File: src/rtl/pwm_pkg.sv
package pwm_pkg;
  localparam int ADDR_W = 8;
  localparam int DATA_W = 32;
  localparam int PS_W   = 3;
  localparam int SRC_N  = 3;
  localparam int EN_LSB = 16;

  // word-aligned register offsets
  localparam logic [ADDR_W-1:0] A_SETUP    = 8'h00;
  localparam logic [ADDR_W-1:0] A_MODULO   = 8'h08;
  localparam logic [ADDR_W-1:0] A_START    = 8'h0C;
  localparam logic [ADDR_W-1:0] A_LOCK     = 8'h10;
  localparam logic [ADDR_W-1:0] A_UNLOCK   = 8'h14;
  localparam logic [ADDR_W-1:0] A_INVERT   = 8'h18;
  localparam logic [ADDR_W-1:0] A_MASK     = 8'h1C;
  localparam logic [ADDR_W-1:0] A_FORCE    = 8'h20;
  localparam logic [ADDR_W-1:0] A_CMP_BASE = 8'h40;
  localparam logic [ADDR_W-1:0] A_CTL_BASE = 8'h60;

  typedef enum logic [1:0] {
    SRC_OFF = 2'd0,
    SRC_SYS = 2'd1,
    SRC_FIX = 2'd2,
    SRC_EXT = 2'd3
  } srcSel_e;

  // strobes from control to datapath
  typedef struct packed {
    logic             run;
    logic [SRC_N-1:0] srcHot;
    logic [PS_W-1:0]  psSel;
  } timerCtl_t;
endpackage

File: src/rtl/pwm_ctrl.sv
module pwm_ctrl
  import pwm_pkg::*;
#(
  parameter int NUM_CH      = 8,
  parameter int CNT_W       = 16,
  parameter int HAS_CHAN_EN = 1
) (
  input  logic                           clk,
  input  logic                           rstN,
  input  logic                           wrEn,
  input  logic [ADDR_W-1:0]              wrAddr,
  input  logic [DATA_W-1:0]              wrData,
  output timerCtl_t                      tmrCtl,
  output logic [CNT_W-1:0]               modShadow,
  output logic [CNT_W-1:0]               startVal,
  output logic [NUM_CH-1:0][CNT_W-1:0]   cmpShadow,
  output logic [NUM_CH-1:0]              chanPwm,
  output logic [NUM_CH-1:0]              invMask,
  output logic [NUM_CH-1:0]              outMask,
  output logic [NUM_CH-1:0]              forceVal,
  output logic [NUM_CH-1:0]              chanOn,
  output logic                           wpOn
);

  function automatic logic hitReg(input logic [ADDR_W-1:0] a, input logic [ADDR_W-1:0] r);
    return a[ADDR_W-1:2] == r[ADDR_W-1:2];
  endfunction

  srcSel_e         srcSel;
  logic [PS_W-1:0] psSel;
  logic            cfgOk;
  logic            unusedBits;

  assign cfgOk      = wrEn && !wpOn;
  assign unusedBits = ^{wrData, wrAddr[1:0]};

  always_ff @(posedge clk) begin
    if (!rstN) begin
      srcSel    <= SRC_OFF;
      psSel     <= '0;
      modShadow <= '0;
      startVal  <= '0;
      invMask   <= '0;
      outMask   <= '1;
      forceVal  <= '0;
      wpOn      <= 1'b0;
    end else begin
      if (cfgOk && hitReg(wrAddr, A_SETUP)) begin
        srcSel <= srcSel_e'(wrData[1:0]);
        psSel  <= wrData[2 +: PS_W];
      end
      if (cfgOk && hitReg(wrAddr, A_MODULO)) modShadow <= wrData[CNT_W-1:0];
      if (cfgOk && hitReg(wrAddr, A_INVERT)) invMask   <= wrData[NUM_CH-1:0];
      if (wrEn && hitReg(wrAddr, A_START))   startVal  <= wrData[CNT_W-1:0];
      if (wrEn && hitReg(wrAddr, A_MASK))    outMask   <= wrData[NUM_CH-1:0];
      if (wrEn && hitReg(wrAddr, A_FORCE))   forceVal  <= wrData[NUM_CH-1:0];
      if (wrEn && hitReg(wrAddr, A_UNLOCK) && wrData[0])    wpOn <= 1'b0;
      else if (wrEn && hitReg(wrAddr, A_LOCK) && wrData[0]) wpOn <= 1'b1;
    end
  end

  always_comb begin
    tmrCtl.run    = srcSel != SRC_OFF;
    tmrCtl.psSel  = psSel;
    tmrCtl.srcHot = '0;
    case (srcSel)
      SRC_SYS: tmrCtl.srcHot[0] = 1'b1;
      SRC_FIX: tmrCtl.srcHot[1] = 1'b1;
      SRC_EXT: tmrCtl.srcHot[2] = 1'b1;
      default: tmrCtl.srcHot = '0;
    endcase
  end

  for (genvar g = 0; g < NUM_CH; g++) begin : gChan
    localparam logic [ADDR_W-1:0] CMP_A = A_CMP_BASE + ADDR_W'(4 * g);
    localparam logic [ADDR_W-1:0] CTL_A = A_CTL_BASE + ADDR_W'(4 * g);
    logic [CNT_W-1:0] cmpQ;
    logic             modeQ;
    always_ff @(posedge clk) begin
      if (!rstN) begin
        cmpQ  <= '0;
        modeQ <= 1'b0;
      end else begin
        if (cfgOk && hitReg(wrAddr, CMP_A)) cmpQ  <= wrData[CNT_W-1:0];
        if (cfgOk && hitReg(wrAddr, CTL_A)) modeQ <= wrData[0];
      end
    end
    assign cmpShadow[g] = cmpQ;
    assign chanPwm[g]   = modeQ;
  end

  if (HAS_CHAN_EN != 0) begin : gEn
    logic [NUM_CH-1:0] enQ;
    always_ff @(posedge clk) begin
      if (!rstN) enQ <= '0;
      else if (wrEn && hitReg(wrAddr, A_SETUP)) enQ <= wrData[EN_LSB +: NUM_CH];
    end
    assign chanOn = enQ;
  end else begin : gNoEn
    assign chanOn = '1;
  end

endmodule

File: src/rtl/pwm_core.sv
module pwm_core
  import pwm_pkg::*;
#(
  parameter int NUM_CH = 8,
  parameter int CNT_W  = 16
) (
  input  logic                         clk,
  input  logic                         rstN,
  input  timerCtl_t                    tmrCtl,
  input  logic                         sysTick,
  input  logic                         fixTick,
  input  logic                         extTick,
  input  logic [CNT_W-1:0]             modShadow,
  input  logic [CNT_W-1:0]             startVal,
  input  logic [NUM_CH-1:0][CNT_W-1:0] cmpShadow,
  input  logic [NUM_CH-1:0]            chanPwm,
  input  logic [NUM_CH-1:0]            invMask,
  input  logic [NUM_CH-1:0]            outMask,
  input  logic [NUM_CH-1:0]            forceVal,
  input  logic [NUM_CH-1:0]            chanOn,
  output logic [CNT_W-1:0]             cntValue,
  output logic [NUM_CH-1:0]            pwmOut
);

  localparam int PSC_W = (1 << PS_W) - 1;

  logic [PSC_W-1:0]  psCnt;
  logic [PSC_W-1:0]  psLimit;
  logic [CNT_W-1:0]  cnt;
  logic [CNT_W-1:0]  modAct;
  logic              tickHit;
  logic              adv;
  logic              reload;
  logic              takeShadow;
  logic [NUM_CH-1:0] pinNext;

  assign psLimit    = (PSC_W'(1) << tmrCtl.psSel) - PSC_W'(1);
  assign tickHit    = |(tmrCtl.srcHot & {extTick, fixTick, sysTick});
  assign adv        = tmrCtl.run && tickHit && (psCnt == psLimit);
  assign reload     = adv && (cnt == modAct);
  assign takeShadow = !tmrCtl.run || reload;

  always_ff @(posedge clk) begin
    if (!rstN) begin
      psCnt  <= '0;
      cnt    <= '0;
      modAct <= '0;
    end else begin
      if (!tmrCtl.run)  psCnt <= '0;
      else if (tickHit) psCnt <= (psCnt == psLimit) ? '0 : psCnt + PSC_W'(1);
      if (adv)          cnt   <= reload ? startVal : cnt + CNT_W'(1);
      if (takeShadow)   modAct <= modShadow;
    end
  end

  for (genvar g = 0; g < NUM_CH; g++) begin : gOut
    logic [CNT_W-1:0] cmpAct;
    always_ff @(posedge clk) begin
      if (!rstN)           cmpAct <= '0;
      else if (takeShadow) cmpAct <= cmpShadow[g];
    end
    assign pinNext[g] = !chanOn[g] ? 1'b0 :
                        outMask[g] ? forceVal[g] :
                        ((chanPwm[g] && (cnt < cmpAct)) ^ invMask[g]);
  end

  always_ff @(posedge clk) begin
    if (!rstN) pwmOut <= '0;
    else       pwmOut <= pinNext;
  end

  assign cntValue = cnt;

endmodule

File: src/rtl/pwm_shared_timer.sv
module pwm_shared_timer
  import pwm_pkg::*;
#(
  parameter int NUM_CH      = 8,
  parameter int CNT_W       = 16,
  parameter int HAS_CHAN_EN = 1
) (
  input  logic              clk,
  input  logic              rstN,
  input  logic              sysTick,
  input  logic              fixTick,
  input  logic              extTick,
  input  logic              wrEn,
  input  logic [ADDR_W-1:0] wrAddr,
  input  logic [DATA_W-1:0] wrData,
  output logic [NUM_CH-1:0] pwmOut,
  output logic [CNT_W-1:0]  cntValue
);

  timerCtl_t                    tmrCtl;
  logic [CNT_W-1:0]             modShadow;
  logic [CNT_W-1:0]             startVal;
  logic [NUM_CH-1:0][CNT_W-1:0] cmpShadow;
  logic [NUM_CH-1:0]            chanPwm;
  logic [NUM_CH-1:0]            invMask;
  logic [NUM_CH-1:0]            outMask;
  logic [NUM_CH-1:0]            forceVal;
  logic [NUM_CH-1:0]            chanOn;
  logic                         wpOn;
  logic                         timerRun;

  assign timerRun = tmrCtl.run;

  pwm_ctrl #(.NUM_CH(NUM_CH), .CNT_W(CNT_W), .HAS_CHAN_EN(HAS_CHAN_EN)) ctrlInst (
    .clk(clk), .rstN(rstN), .wrEn(wrEn), .wrAddr(wrAddr), .wrData(wrData),
    .tmrCtl(tmrCtl), .modShadow(modShadow), .startVal(startVal), .cmpShadow(cmpShadow),
    .chanPwm(chanPwm), .invMask(invMask), .outMask(outMask), .forceVal(forceVal),
    .chanOn(chanOn), .wpOn(wpOn)
  );

  pwm_core #(.NUM_CH(NUM_CH), .CNT_W(CNT_W)) coreInst (
    .clk(clk), .rstN(rstN), .tmrCtl(tmrCtl),
    .sysTick(sysTick), .fixTick(fixTick), .extTick(extTick),
    .modShadow(modShadow), .startVal(startVal), .cmpShadow(cmpShadow),
    .chanPwm(chanPwm), .invMask(invMask), .outMask(outMask), .forceVal(forceVal),
    .chanOn(chanOn), .cntValue(cntValue), .pwmOut(pwmOut)
  );

endmodule

File: config.mk
export PLATFORM = sky130hd
export DESIGN_NAME = pwm_shared_timer
export DESIGN_NICKNAME = d
export VERILOG_FILES = /design/src/rtl/pwm_pkg.sv /design/src/rtl/pwm_ctrl.sv /design/src/rtl/pwm_core.sv /design/src/rtl/pwm_shared_timer.sv
export SDC_FILE = /design/constraint.sdc
export NUM_CORES = 1
export LEC_CHECK = 0
export ABC_AREA = 1
export ABC_CLOCK_PERIOD_IN_PS = 2500
export BUFFER_PORTS_ARGS = -buffer_cell sky130_fd_sc_hd__buf_2
export CAP_MARGIN = 20
export CORE_ASPECT_RATIO = 2
export CORE_MARGIN = 1
export CORE_UTILIZATION = 50
export DETAILED_ROUTE_END_ITERATION = 12
export GPL_TIMING_DRIVEN = 0
export PLACE_DENSITY = 0.77
export SYNTH_ARGS = -nofsm -noshare
export SYNTH_HDL_FRONTEND = slang
export SYNTH_HIERARCHICAL = 1
export SYNTH_SLANG_ARGS = --single-unit
File: constraint.sdc
create_clock -name clk -period 2.5 [get_ports clk]
set_input_delay 0.125 -clock clk [delete_from_list [all_inputs] [get_ports clk]]
set_output_delay 0.125 -clock clk [all_outputs]
set_load 0.005 [all_outputs]
==> flow_summary.ini <==
[status]
status = finished with violations
violations_in_the_final_reports = setup timing

[global_routing]
antenna_found_initial = 1
first_global_vias = 19300
grt_max_degree = 16
grt_first_pass_wirelength_um = 104000
grt_usage = 0.328
globalRouteOverflowTotal = 0

[detailed_routing]
drc = 0
number_of_detailed_route_iterations_in_the_first_pass = 6
antenna_violating_nets_post_route = 0
dr_total_vias = 20600
final_routed_wire_length_divided_by_cell_count_um = 18.4
number_of_drc_violations_after_detailed_routing_iteration_0 = 1591
avgViaCountPerCell = 5.33
detail_route.wirelength_um = 71200

[synthesis]
yosys-top-cells-area = sky130_fd_sc_hd__dfxtp_1 37%, sky130_fd_sc_hd__nand2_1 14%, sky130_fd_sc_hd__nor2_1 11%, sky130_fd_sc_hd__inv_1 8.7%, sky130_fd_sc_hd__ha_1 7.5%
total_of_warnings_raised_by_yosys = 6
synth_sequential_area_ratio = 0.373
synth_cell_types = 32
synth_instances = 3164
post_synth_instance_area_um2 = 20500
synthesis.nets = 3333
synth.largest_area_cell = sky130_fd_sc_hd__dfxtp_1
synthesis_stage_register_bit_count = 381
synth.avg_cell_area_um2 = 6.47
synth_top_area_share = 0.373

[timing]
finalCritPeriodShare = 1.06
totalNegativeSetupSlack_ns = -4.41
worst_pin_slew_ns = 1.08
timing.fmax_mhz = 376
timing.final.setup_violations = 48
fin_worst_skew_ns = 0.0244
timing.final.hold_violations = 0
rsz0062_at_grt = true
worst_slew_margin_rel = 0.281
post-route-worst-setup-slack_ns = -0.158
maxSlewViolCount = 0
final_period_minus_worst_setup_slack_ns = 2.66

[floorplan]
die_area_um2 = 41800
top_level_ports = 70
rows = 104
start_util = 0.507
coreArea_um2 = 40300
die_x_um = 145
die_height_um = 288

[place]
gp_congestion = 0.939
detailed_place_hpwl_um = 48700
dpl_cell_area_um2 = 21800
io_buffers = 58

[final_layout]
number_of_nets_in_the_layout = 3485
number_of_fill_cells_in_the_layout = 3671
layout.cells.most_common = sky130_fd_sc_hd__nand2_1
area_delta_synth_final_pct = 17.2
layout.cells.most_common_list = 749 x sky130_fd_sc_hd__nand2_1, 603 x sky130_fd_sc_hd__nor2_1, 471 x sky130_fd_sc_hd__inv_1
final_cell_area_um2 = 24000
antenna_cells_inserted = 0
drive_above_1_share = 0.107

[clock_network]
cts_made_buffers = 35
clockBufferDepth = 3
clock_insertion_delay_worst_skew_ns = 0.54
tritoncts = done
cts.root.buffer_cell = sky130_fd_sc_hd__clkbuf_16
h_tree_lvl_count = 2
numClockSinks = 381
clock_transition_time_at_the_flip_flop_clock_pins_of_the_worst_setup_and_hold_paths_ns = 0.07

[setup_path]
cp.arrival_ns = 3.12
crit_fanout = 10
startpoint_class = flop
critPathRequiredTime_ns = 2.96
setup.worst_path.class = flop to flop
cp-end-kind = flop

[power_and_ir_drop]
power.share.combinational = 0.079
p_clk_frac = 0.438
power_per_standard_cell_area_nw_per_um2 = 529
internal_pwr_total_mw = 9.53
worst_ir_drop_vdd_v = 0.000429
power_switching_mw = 3.17
power_leakage_nw = 11.1
seq_power_share = 0.483
switching_share_of_total_power = 0.249

[run]
maxCapViolations = 0

[min_path]
worst_hold_path_type = primary input to flop
==> layer usage <==
layer  track usage  vias up  wire length (um)
li1              -     9910                 -
met5             0        -                14
met3        0.0569      423              5830
met2         0.576      990             33900
met4         0.339        2              8230
met1         0.319     9292             23200
==> synth_stat cells (all sizes together) <==
| cell type | count |
|---|---|
| xnor2 | 2 |
| nor3 | 24 |
| clkinv | 67 |
| nand4 | 19 |
| xor2 | 8 |
| nand3 | 294 |
| nor4 | 9 |
| nand3b | 8 |
| clkbuf | 50 |
| buf | 89 |
| dfxtp | 381 |
| nor2 | 642 |
| inv | 488 |
| a21oi | 84 |
| nand2 | 769 |
| o21ai | 104 |
| ha | 123 |
| nor3b | 3 |
==> repair_timing <==
item,in CTS,in global routing
buffers inserted,11,1
gates resized for setup,66,114
endpoints found under the setup margin,163,161
cloned,3,6
pin swaps,13,34
hold buffers,26,0
endpoints found under the hold margin,43,0
==> state kept, by name (all words and copies together) (netlist names) <==
register	count
coreInst/modAct	16
coreInst/pwmOut	8
coreInst/gOut.cmpAct	128
ctrlInst/psSel	3
ctrlInst/outMask	8
coreInst/psCnt	7
ctrlInst/forceVal	8
ctrlInst/startVal	16
coreInst/cntValue	16
ctrlInst/gChan.modeQ	8
ctrlInst/wpOn	1
ctrlInst/srcSel	2
ctrlInst/gChan.cmpQ	128
ctrlInst/chanOn	8
ctrlInst/modShadow	16
ctrlInst/invMask	8
==> worst max-delay path, cell delays in order (launching register included) <==
cell and delay, ns:
sky130_fd_sc_hd__dfxtp_4 0.38, sky130_fd_sc_hd__nor2_4 0.15, sky130_fd_sc_hd__nand2_4 0.07, sky130_fd_sc_hd__ha_4 0.19
sky130_fd_sc_hd__inv_2 0.06, sky130_fd_sc_hd__nand2_1 0.09, sky130_fd_sc_hd__nand2_1 0.08, sky130_fd_sc_hd__o21ai_0 0.08
sky130_fd_sc_hd__nand2_1 0.17, sky130_fd_sc_hd__nand3_2 0.14, sky130_fd_sc_hd__nor2_4 0.27, sky130_fd_sc_hd__buf_12 0.15
sky130_fd_sc_hd__nand3_4 0.25, sky130_fd_sc_hd__buf_6 0.25, sky130_fd_sc_hd__nand3_1 0.08, sky130_fd_sc_hd__nand2_1 0.06
sky130_fd_sc_hd__nor2_1 0.12
==> cells by family after synthesis <==
kind of cell               share of synthesized area
xor gates and xnor gates                     0.00428
and+or+nand+nor                                0.361
DFF                                            0.373
AOI/OAI and AO/OA                             0.0462
buffers and inverters                          0.141
adders and majority gates                     0.0752
==> power by group through the flow <==
stage / Sequential (mW) / Clock (mW) / Combinational (mW)
after floorplan: 6.27 / 0 / 0.566
after detailed placement: 6.28 / 0 / 0.878
after global routing: 6.13 / 5.81 / 1.08
after global placement: 6.28 / 0 / 0.866
after CTS: 6.14 / 5.58 / 0.941
final: 6.13 / 5.56 / 1.01
==> metrics by stage <==
| step | hold WS [ns] | cells | utilization | power [mW] | setup WS [ns] |
|---|---|---|---|---|---|
| finish | 0.0692 | 3869 | 0.595 | 12.7 | -0.158 |
| global placement | 0.360 | 3752 | 0.531 | 7.14 | -1.07 |
| detailed placement | 0.363 | 3766 | 0.540 | 7.16 | -0.790 |
| floorplan | 0.238 | 3164 | - | 6.84 | 0.290 |
| global route | 0.0770 | 3869 | 0.595 | 13.0 | -0.184 |
| CTS | 0.0468 | 3865 | 0.584 | 12.7 | 0.00134 |
==> worst paths after layout <==
kind	cells past startpoint	endpoint	slack [ns]	from
worst max register to register	16	coreInst/gOut[4].cmpAct[13]	-0.16	ctrlInst/psSel[1]
worst min register to register	2	ctrlInst/gChan[2].cmpQ[2]	0.47	ctrlInst/gChan[2].cmpQ[2]
worst max-delay path	16	coreInst/gOut[4].cmpAct[13]	-0.16	ctrlInst/psSel[1]
worst min-delay path	6	coreInst/psCnt[1]	0.07	extTick
==> final cells by class <==
cell class	instances	area [um2]	area share
plain buffers	137	961	0.0400
repair buffers	116	1210	0.0503
clock buffers	50	1010	0.0422
inverters	555	2100	0.0876
multi-input cells	2090	10200	0.426
flip-flops and latches	381	7680	0.320
clock inverters	10	131	0.00547
well taps	530	663	0.0276
Power figures use the tool's default switching activity.
